### config.mk
export PLATFORM = sky130hd
export DESIGN_NAME = seg_lcd_mode_sel
export DESIGN_NICKNAME = d
export VERILOG_FILES = /design/src/rtl/seg_lcd_mode_sel.sv
export SDC_FILE = /design/constraint.sdc
export NUM_CORES = 1
export LEC_CHECK = 0
export ABC_AREA = 1
export BUFFER_PORTS_ARGS = -buffer_cell sky130_fd_sc_hd__buf_2
export CELL_PAD_IN_SITES_DETAIL_PLACEMENT = 0
export CELL_PAD_IN_SITES_GLOBAL_PLACEMENT = 1
export CORE_UTILIZATION = 30
export CTS_BUF_LIST = sky130_fd_sc_hd__clkbuf_4 sky130_fd_sc_hd__clkbuf_8 sky130_fd_sc_hd__clkbuf_16
export DETAILED_ROUTE_END_ITERATION = 7
export HOLD_SLACK_MARGIN = 0.12
export PLACE_DENSITY_LB_ADDON = 0.1
export SLEW_MARGIN = 10
export SYNTH_ARGS = -nofsm -noshare
export SYNTH_HDL_FRONTEND = slang
export SYNTH_SLANG_ARGS = --single-unit
### constraint.sdc
create_clock -name clk -period 2.43 [get_ports clk]
set_clock_uncertainty 0.2 [all_clocks]
set_input_delay 0.6075 -clock clk [delete_from_list [all_inputs] [get_ports clk]]
set_output_delay 0.6075 -clock clk [all_outputs]
set_load 0.005 [all_outputs]
### src/rtl/seg_lcd_mode_sel.sv
module seg_lcd_mode_sel #(
  parameter int NCOM = 4,
  parameter int NSEG = 40,
  localparam int CW  = (NCOM > 1) ? $clog2(NCOM) : 1,
  localparam int AW  = CW + 1,
  localparam int HIW = NSEG - 32
) (
  input  logic            clk,
  input  logic            rst_n,
  input  logic            wr_en,
  input  logic [AW-1:0]   wr_addr,
  input  logic [31:0]     wr_data,
  input  logic [2:0]      mode_req,
  input  logic            blink,
  input  logic            eof,
  input  logic [CW-1:0]   com_sel,
  output logic [NSEG-1:0] seg
);

  localparam logic [2:0] M_NORM = 3'd0, M_OFF = 3'd1, M_ON = 3'd2, M_BLK = 3'd3,
                         M_INV = 3'd4, M_IBLK = 3'd5, M_HOLD = 3'd6, M_SWAP = 3'd7;

  logic [NCOM-1:0][NSEG-1:0] ubuf, dbuf;
  logic [2:0]                mode_q;
  logic [CW-1:0]             wcom;
  logic [NSEG-1:0]           dsel, usel;

  assign wcom = wr_addr[AW-1:1];
  assign dsel = (int'(com_sel) < NCOM) ? dbuf[com_sel] : '0;
  assign usel = (int'(com_sel) < NCOM) ? ubuf[com_sel] : '0;

  always_ff @(posedge clk) begin
    if (!rst_n) begin
      ubuf   <= '0;
      dbuf   <= '0;
      mode_q <= M_NORM;
    end else begin
      if (wr_en && int'(wcom) < NCOM) begin
        if (wr_addr[0]) ubuf[wcom][NSEG-1:32] <= wr_data[HIW-1:0];
        else            ubuf[wcom][31:0]      <= wr_data;
      end
      if (eof) begin
        mode_q <= mode_req;
        if (mode_req != M_HOLD) dbuf <= ubuf;
      end
    end
  end

  always_comb begin
    case (mode_q)
      M_OFF:   seg = '0;
      M_ON:    seg = '1;
      M_BLK:   seg = blink ? '0 : dsel;
      M_INV:   seg = ~dsel;
      M_IBLK:  seg = blink ? '0 : ~dsel;
      M_SWAP:  seg = blink ? dsel : usel;
      default: seg = dsel;
    endcase
  end

  assert_mode_hold_R4: assert property (@(posedge clk) disable iff (!rst_n)
    !eof |=> $stable(mode_q));
  assert_dbuf_hold_R3: assert property (@(posedge clk) disable iff (!rst_n)
    !eof |=> $stable(dbuf));
  assert_copy_block_R9: assert property (@(posedge clk) disable iff (!rst_n)
    (eof && mode_req == M_HOLD) |=> $stable(dbuf));
  assert_force_off_R6: assert property (@(posedge clk) disable iff (!rst_n)
    (mode_q == M_OFF) |-> (seg == '0));
  assert_force_on_R6: assert property (@(posedge clk) disable iff (!rst_n)
    (mode_q == M_ON) |-> (&seg));
  assert_blank_phase_R7: assert property (@(posedge clk) disable iff (!rst_n)
    ((mode_q == M_BLK || mode_q == M_IBLK) && blink) |-> (seg == '0));
  assert_inverse_R8: assert property (@(posedge clk) disable iff (!rst_n)
    (mode_q == M_INV) |-> ((seg ^ dbuf[com_sel]) == '1));

endmodule

==> impl_metrics.toml, run 1 <==
[clocking]
cts_root_buffer = "clkbuf_16"
clockBufferDepth = 3
cts_tree = "yes"
cts.clk_slew.worst_paths_ns = 0.07
htreeDepth = 2
clkSinkCount = 323
cts-buffers-inserted = 40
clk-insertion-delay-late_ns = 0.55

[setup_path]
max_stage_delay_ns = 0.28
crit_top_cell = "nor2_1"
path_buf_inv = 5
cpMaxStageDelayCell = "nand2_1"
rr_startpoint = "ubuf[151]"
worstSetupPathType = "input pin to output port"
crit_chain = "buf_4 -> inv_2 -> buf_12 -> nand3_1 -> nand2_1 -> inv_1 -> nor2_1 -> nor2_1 -> a21oi_2 -> buf_2"
r2r_slack_ns = 1.29
worstRegToRegCells = 2
start_kind = "input pin"
crit_required_ns = 1.62
critical-path-top-delay-family = "buffers and inverters"
end_kind = "output port"
path_max_fanout = 20
worstReg2RegEnd = "dbuf[151]"
worst_ep_arrival_time_ns = 2.10

[pwr]
p_leak_uw = 0.00907
ir_worst_vdd_mv = 0.426
cellPowerDensity_nw_per_um2 = 710
p_total_uw = 14400

[detailed_routing]
drcViolationCount = 0
routed_wl_um = 62600
vias_per_cell = 4.87
dr_total_vias = 16600
dr.first_iter.drc_count = 1198
antenna_left = 0
post_drt_wl_per_cell_um = 18.4
drt_pass1_iterations = 5

[yosys]
netlist_instances = 2552
synth_area_leaders = "dfxtp_1, nor2_1, nand2_1, o21ai_0, nand3_1"
yosysMostFrequentCell = "nor2_1"
synth-main-ff-cell = "dfxtp_1"
synth.top_cells.by_count = "nor2_1, nand2_1, o21ai_0, dfxtp_1, nand3_1"
seq_area_frac_synth_pct = 41.1
synth-async-reset-ratio_pct = 0
synth_area_um2 = 15700
syn_nets = 2597
synth_top_area_share_pct = 41.1
synthDistinctLibCells = 20
ys_warn_count = 0
synth_edf_count = 0
synth_top_cell_by_area = "dfxtp_1"
ys_ff_latch = 323
syn_avg_cell_area_um2 = 6.17

[hold_path]
holdCritPathClass = "input pin to flip-flop"
min-delay-start = "wr_data[10]"
holdPathEnd = "ubuf[130]"
worstHoldPathCells = 3

[floorplan]
die_area_um2 = 53400
start_util_pct = 30.5
fp.dieH_um = 231
io_pins = 85
die_w_um = 231
core-area_um2 = 51600
rows = 83

[layout]
nNetsFinal = 2739
syn_to_final_growth_pct = 28.6
drive_gt1_share_pct = 16.7
fin_util_pct = 39.2
nFillCells = 5544

[grt]
grt_pass1_vias = 15300
antenna_found_initial = 3
grt-ovfl-total = 0
grt_max_degree = 60
grt_use_total_pct = 22.9
grt_pass1_wl_um = 93700

[sta]
rsz0062_at_grt = "true"
finalSetupViolations = 40
layout_worst_path_cycle_share_pct = 120
finalSetupTns_ns = -16.80
setup_slack_ns = -0.477
finalMaxSlewViolations = 0
period_needed_ns = 2.91
whs_ns = 0.150
tightest_slew_ns = 0.616
hold_viol_final = 0
clock.fmax_ghz = 0.344
relSlewSlack_pct = 58.9

[placement]
place.gp.congestion = 0.816
dp.final_hpwl_um = 41600
io_buffers = 84

[run_status]
violations = "negative setup slack"
status = "finished, violations left"

[job]
maxCapViolCount = 0
-- through the flow --
stage / instance area [µm²] / instances / worst slack (ns)
after floorplan: 15700 / 2552 / 0.0389
final: 20200 / 3403 / -0.477
after detailed placement: 17900 / 3300 / -0.532
after global placement: 17900 / 3300 / -0.539
after global routing: 20200 / 3402 / -0.576
after CTS: 19900 / 3393 / -0.535
-- where the power goes --
part | internal (µW) | switching (µW) | total, µW
clock | 3900 | 2410 | 6310
sequential | 5560 | 170 | 5730
combinational | 917 | 1410 | 2330
total | 10400 | 3990 | 14400
-- how the worst max path moves through the flow --
| stage | slack [ns] | endpoint | from | cells past startpoint |
|---|---|---|---|---|
| after CTS | -0.54 | seg[10] | mode_q[1] | 10 |
| final | -0.48 | seg[8] | com_sel[1] | 10 |
| after global routing | -0.58 | seg[13] | mode_q[2] | 11 |
| after detailed placement | -0.53 | seg[14] | com_sel[0] | 13 |
| after floorplan | 0.04 | seg[10] | com_sel[0] | 10 |
| after global placement | -0.54 | seg[14] | com_sel[0] | 13 |
-- flip-flops by register name (all words and copies together) (netlist names) --
name	count
mode_q	3
ubuf	160
dbuf	160
-- tightest hold or removal path, cell delays in order --
cell    delay [ns]
buf_2         0.13
nor2_1        0.05
nor2_1        0.08
-- placed cells by master (no fill, tap or decap), types with 2 or more instances in the layout --
master         instances
a21oi_1               32
a21oi_2               33
buf_12                37
buf_16                 5
buf_2                 76
buf_4                129
buf_6                 25
buf_8                  5
bufinv_16              5
clkbuf_16             45
clkbuf_4               4
clkbuf_8               8
clkinv_2               8
clkinvlp_4             2
dfxtp_1              320
dfxtp_2                2
dlygate4sd3_1          5
inv_1                 43
inv_2                  4
inv_4                  2
inv_6                  3
nand2_1              604
nand2_2               40
nand2_4                6
nand3_1              170
nand3_2                2
nor2_1               741
nor2_2                 6
nor2_4                 2
o21ai_0              330
o21ai_1               20
-- logic make-up (layout without fill, tap and decap cells) --
family	count (synthesis)	count (layout)	synth area share [%]
AOI/OAI and AO/OA	418	418	13.3
buffers and inverters	237	407	6.62
DFF	323	323	41.1
other	0	1	0
and+or+nand+nor	1574	1574	39.0
-- layer usage --
metal,vias up,part of all wire [%],wire [µm],global-route usage [%]
met5,-,0.019,12,0
met4,2,1.7,1040,5.38
met3,63,5.6,3510,3.40
met2,377,42,26300,33.5
met1,7747,51,31800,34.7
li1,8385,-,-,-
-- what timing repair did --
action,4_1_cts,5_1_grt
hold endpoints to repair,10,0
endpoints found under the setup margin,40,40
pin swaps,18,41
gates cloned,6,5
setup buffers,13,9
hold buffers,5,0
gates resized for setup,76,67
-- final cells by class --
| cell class | count | area, µm² | area share, % |
|---|---|---|---|
| clock buffer | 53 | 1170 | 5.76 |
| sequential | 323 | 6470 | 32.0 |
| timing repair buffer | 286 | 2730 | 13.5 |
| multi-input combinational | 1992 | 8580 | 42.4 |
| clock inverter | 17 | 223 | 1.10 |
| tap | 680 | 851 | 4.20 |
| inverter | 51 | 209 | 1.03 |
| antenna | 1 | 2.50 | 0.0124 |
Power figures use the tool's default switching activity.
==> run 2, diff against run 1 <==
- CELL_PAD_IN_SITES_DETAIL_PLACEMENT: 0 -> not set
- CELL_PAD_IN_SITES_GLOBAL_PLACEMENT: 1 -> not set
- CTS_BUF_LIST: sky130_fd_sc_hd__clkbuf_4 sky130_fd_sc_hd__clkbuf_8 sky130_fd_sc_hd__clkbuf_16 -> sky130_fd_sc_hd__clkbuf_8
- PLACE_DENSITY: not set -> 0.57
- PLACE_DENSITY_LB_ADDON: 0.1 -> not set
==> impl_metrics.toml, run 2 (same netlist as run 1, synthesis figures left out) <==
[layout]
nNetsFinal = 2742
stdcell_count = 3419
stdcell_area_um2 = 19500
reg.largest.list = "dbuf: 160 flops, ubuf: 160 flops, mode_q: 3 flops"
drive_gt1_share_pct = 14.4
syn_to_final_growth_pct = 24.2
fin_util_pct = 37.9
layout_commonest_cell = "nor2_1"
layout_common_cells = "nor2_1, nand2_1, o21ai_0, dfxtp_1, nand3_1"

[sta]
finalMaxSlewViolations = 0
tightest_slew_ns = 0.473
hold_viol_final = 0
whs_ns = 0.173
clock.fmax_ghz = 0.331
relSlewSlack_pct = 68.4
layout_worst_path_cycle_share_pct = 124
period_needed_ns = 3.02
rsz0062_at_grt = "true"
finalSetupViolations = 40
setup_slack_ns = -0.593

[setup_path]
r2r_slack_ns = 1.41
worstSetupPathType = "flip-flop to output port"
path_max_fanout = 6
start_kind = "flip-flop"
end_kind = "output port"
worst_ep_arrival_time_ns = 2.22
crit_required_ns = 1.62

[clocking]
cts_tree = "yes"
clockBufferDepth = 3
clk-insertion-delay-late_ns = 0.61
htreeDepth = 2
cts_root_buffer = "clkbuf_8"
clkSinkCount = 323
cts.clk_slew.worst_paths_ns = 0.06
cts-buffers-inserted = 51

[grt]
grtUsageMet2_pct = 33.9
grt_use_total_pct = 20.7
met1_usage_pct = 27.3
use_met3_pct = 3.37
grt_max_degree = 88
grt_pass1_wl_um = 87900
busiest_layer = "met2"
grt-ovfl-total = 0
antenna_found_initial = 6
grt_pass1_vias = 15800

[pwr]
netSwitchingPower_uw = 3720
switching_share_pct = 28.6
p_leak_uw = 0.00880
seqPwrFrac_pct = 44.1
p_comb_share_pct = 16.8
clkPwrFrac_pct = 39.2
intPower_uw = 9270
cellPowerDensity_nw_per_um2 = 664
ir_worst_vdd_mv = 0.351

[detailed_routing]
dr.first_iter.drc_count = 1220
dr_total_vias = 16700
drcViolationCount = 0
routed_wl_um = 55400
post_drt_wl_per_cell_um = 16.2
drt_pass1_iterations = 5
vias_per_cell = 4.89
antenna_left = 0

[floorplan]
core-area_um2 = 51600
start_util_pct = 30.5
io_pins = 85
fp.dieH_um = 231
die_area_um2 = 53400
die_w_um = 231
rows = 83

[placement]
place.gp.congestion = 0.850
dp.final_hpwl_um = 36900
io_buffers = 84
preCtsSetupSlack_ns = -0.488
placed_area_um2 = 17800
dp_cells = 3292

[job]
maxCapViolCount = 0

[run_status]
status = "finished, violations left"
violations = "negative setup slack"

[hold_path]
holdCritPathClass = "input pin to flip-flop"
-- run 2: cell types whose count changed in the layout (fill, tap and decap cells not counted), sizes merged --
cell,delta
buf,-26
dlygate4sd3,+22
clkbuf,+12
inv,+12
bufinv,-2
clkinv,-1
clkinvlp,-1
-- run 2: final timing paths --
| path | end | cells past startpoint | start |
|---|---|---|---|
| setup / recovery | seg[22] | 11 | mode_q[2] |
| hold / removal | mode_q[2] | 3 | eof |
| setup reg to reg | dbuf[38] | 2 | ubuf[38] |
| hold reg to reg | dbuf[128] | 2 | dbuf[128] |
-- run 2: final cells by class --
cell class	instances	area (µm²)
fill	5455	32100
clock buffer	69	950
timing repair buffer	278	2460
sequential	323	6470
inverter	51	201
multi-input combinational	1992	8430
antenna	1	2.50
clock inverter	25	190
tap	680	851
-- run 2: worst max-delay path, stage by stage, from the launching register on --
cell	delay, ns
dfxtp_2	0.36
inv_4	0.05
nor2_4	0.13
inv_2	0.07
nor2_4	0.16
buf_12	0.15
buf_16	0.14
nand2_2	0.04
nand2_1	0.05
nand2_1	0.06
a21oi_2	0.23
buf_2	0.16
-- run 2: power groups by stage --
stage	clock [µW]	combinational, µW	sequential (µW)
floorplan	0	1180	5780
finish	5080	2180	5720
detailed placement	0	2050	5830
global placement	0	2010	5820
global route	5420	2420	5750
CTS	5190	2160	5720
-- run 2: repair_timing --
action / 4_1_cts / 5_1_grt
setup endpoints to repair: 40 / 40
hold buffers: 27 / 0
cloned: 2 / 0
endpoints found under the hold margin: 98 / 0
pin swaps: 15 / 15
buffers inserted: 3 / 1
gates resized for setup: 59 / 17
-- run 2: routing by layer --
layer	routed length [µm]	up-vias	share of wire [%]
met1	25400	7740	46
li1	-	8389	-
met5	61	-	0.11
met2	25200	484	45
met3	3400	100	6.1
met4	1390	10	2.5
-- run 2: per-stage QoR --
stage                     setup TNS, ns  power (µW)
after CTS                        -22.90       13100
final                            -20.22       13000
after floorplan                       0        6970
after global placement           -13.99        7840
after global routing             -24.84       13600
after detailed placement         -15.08        7880
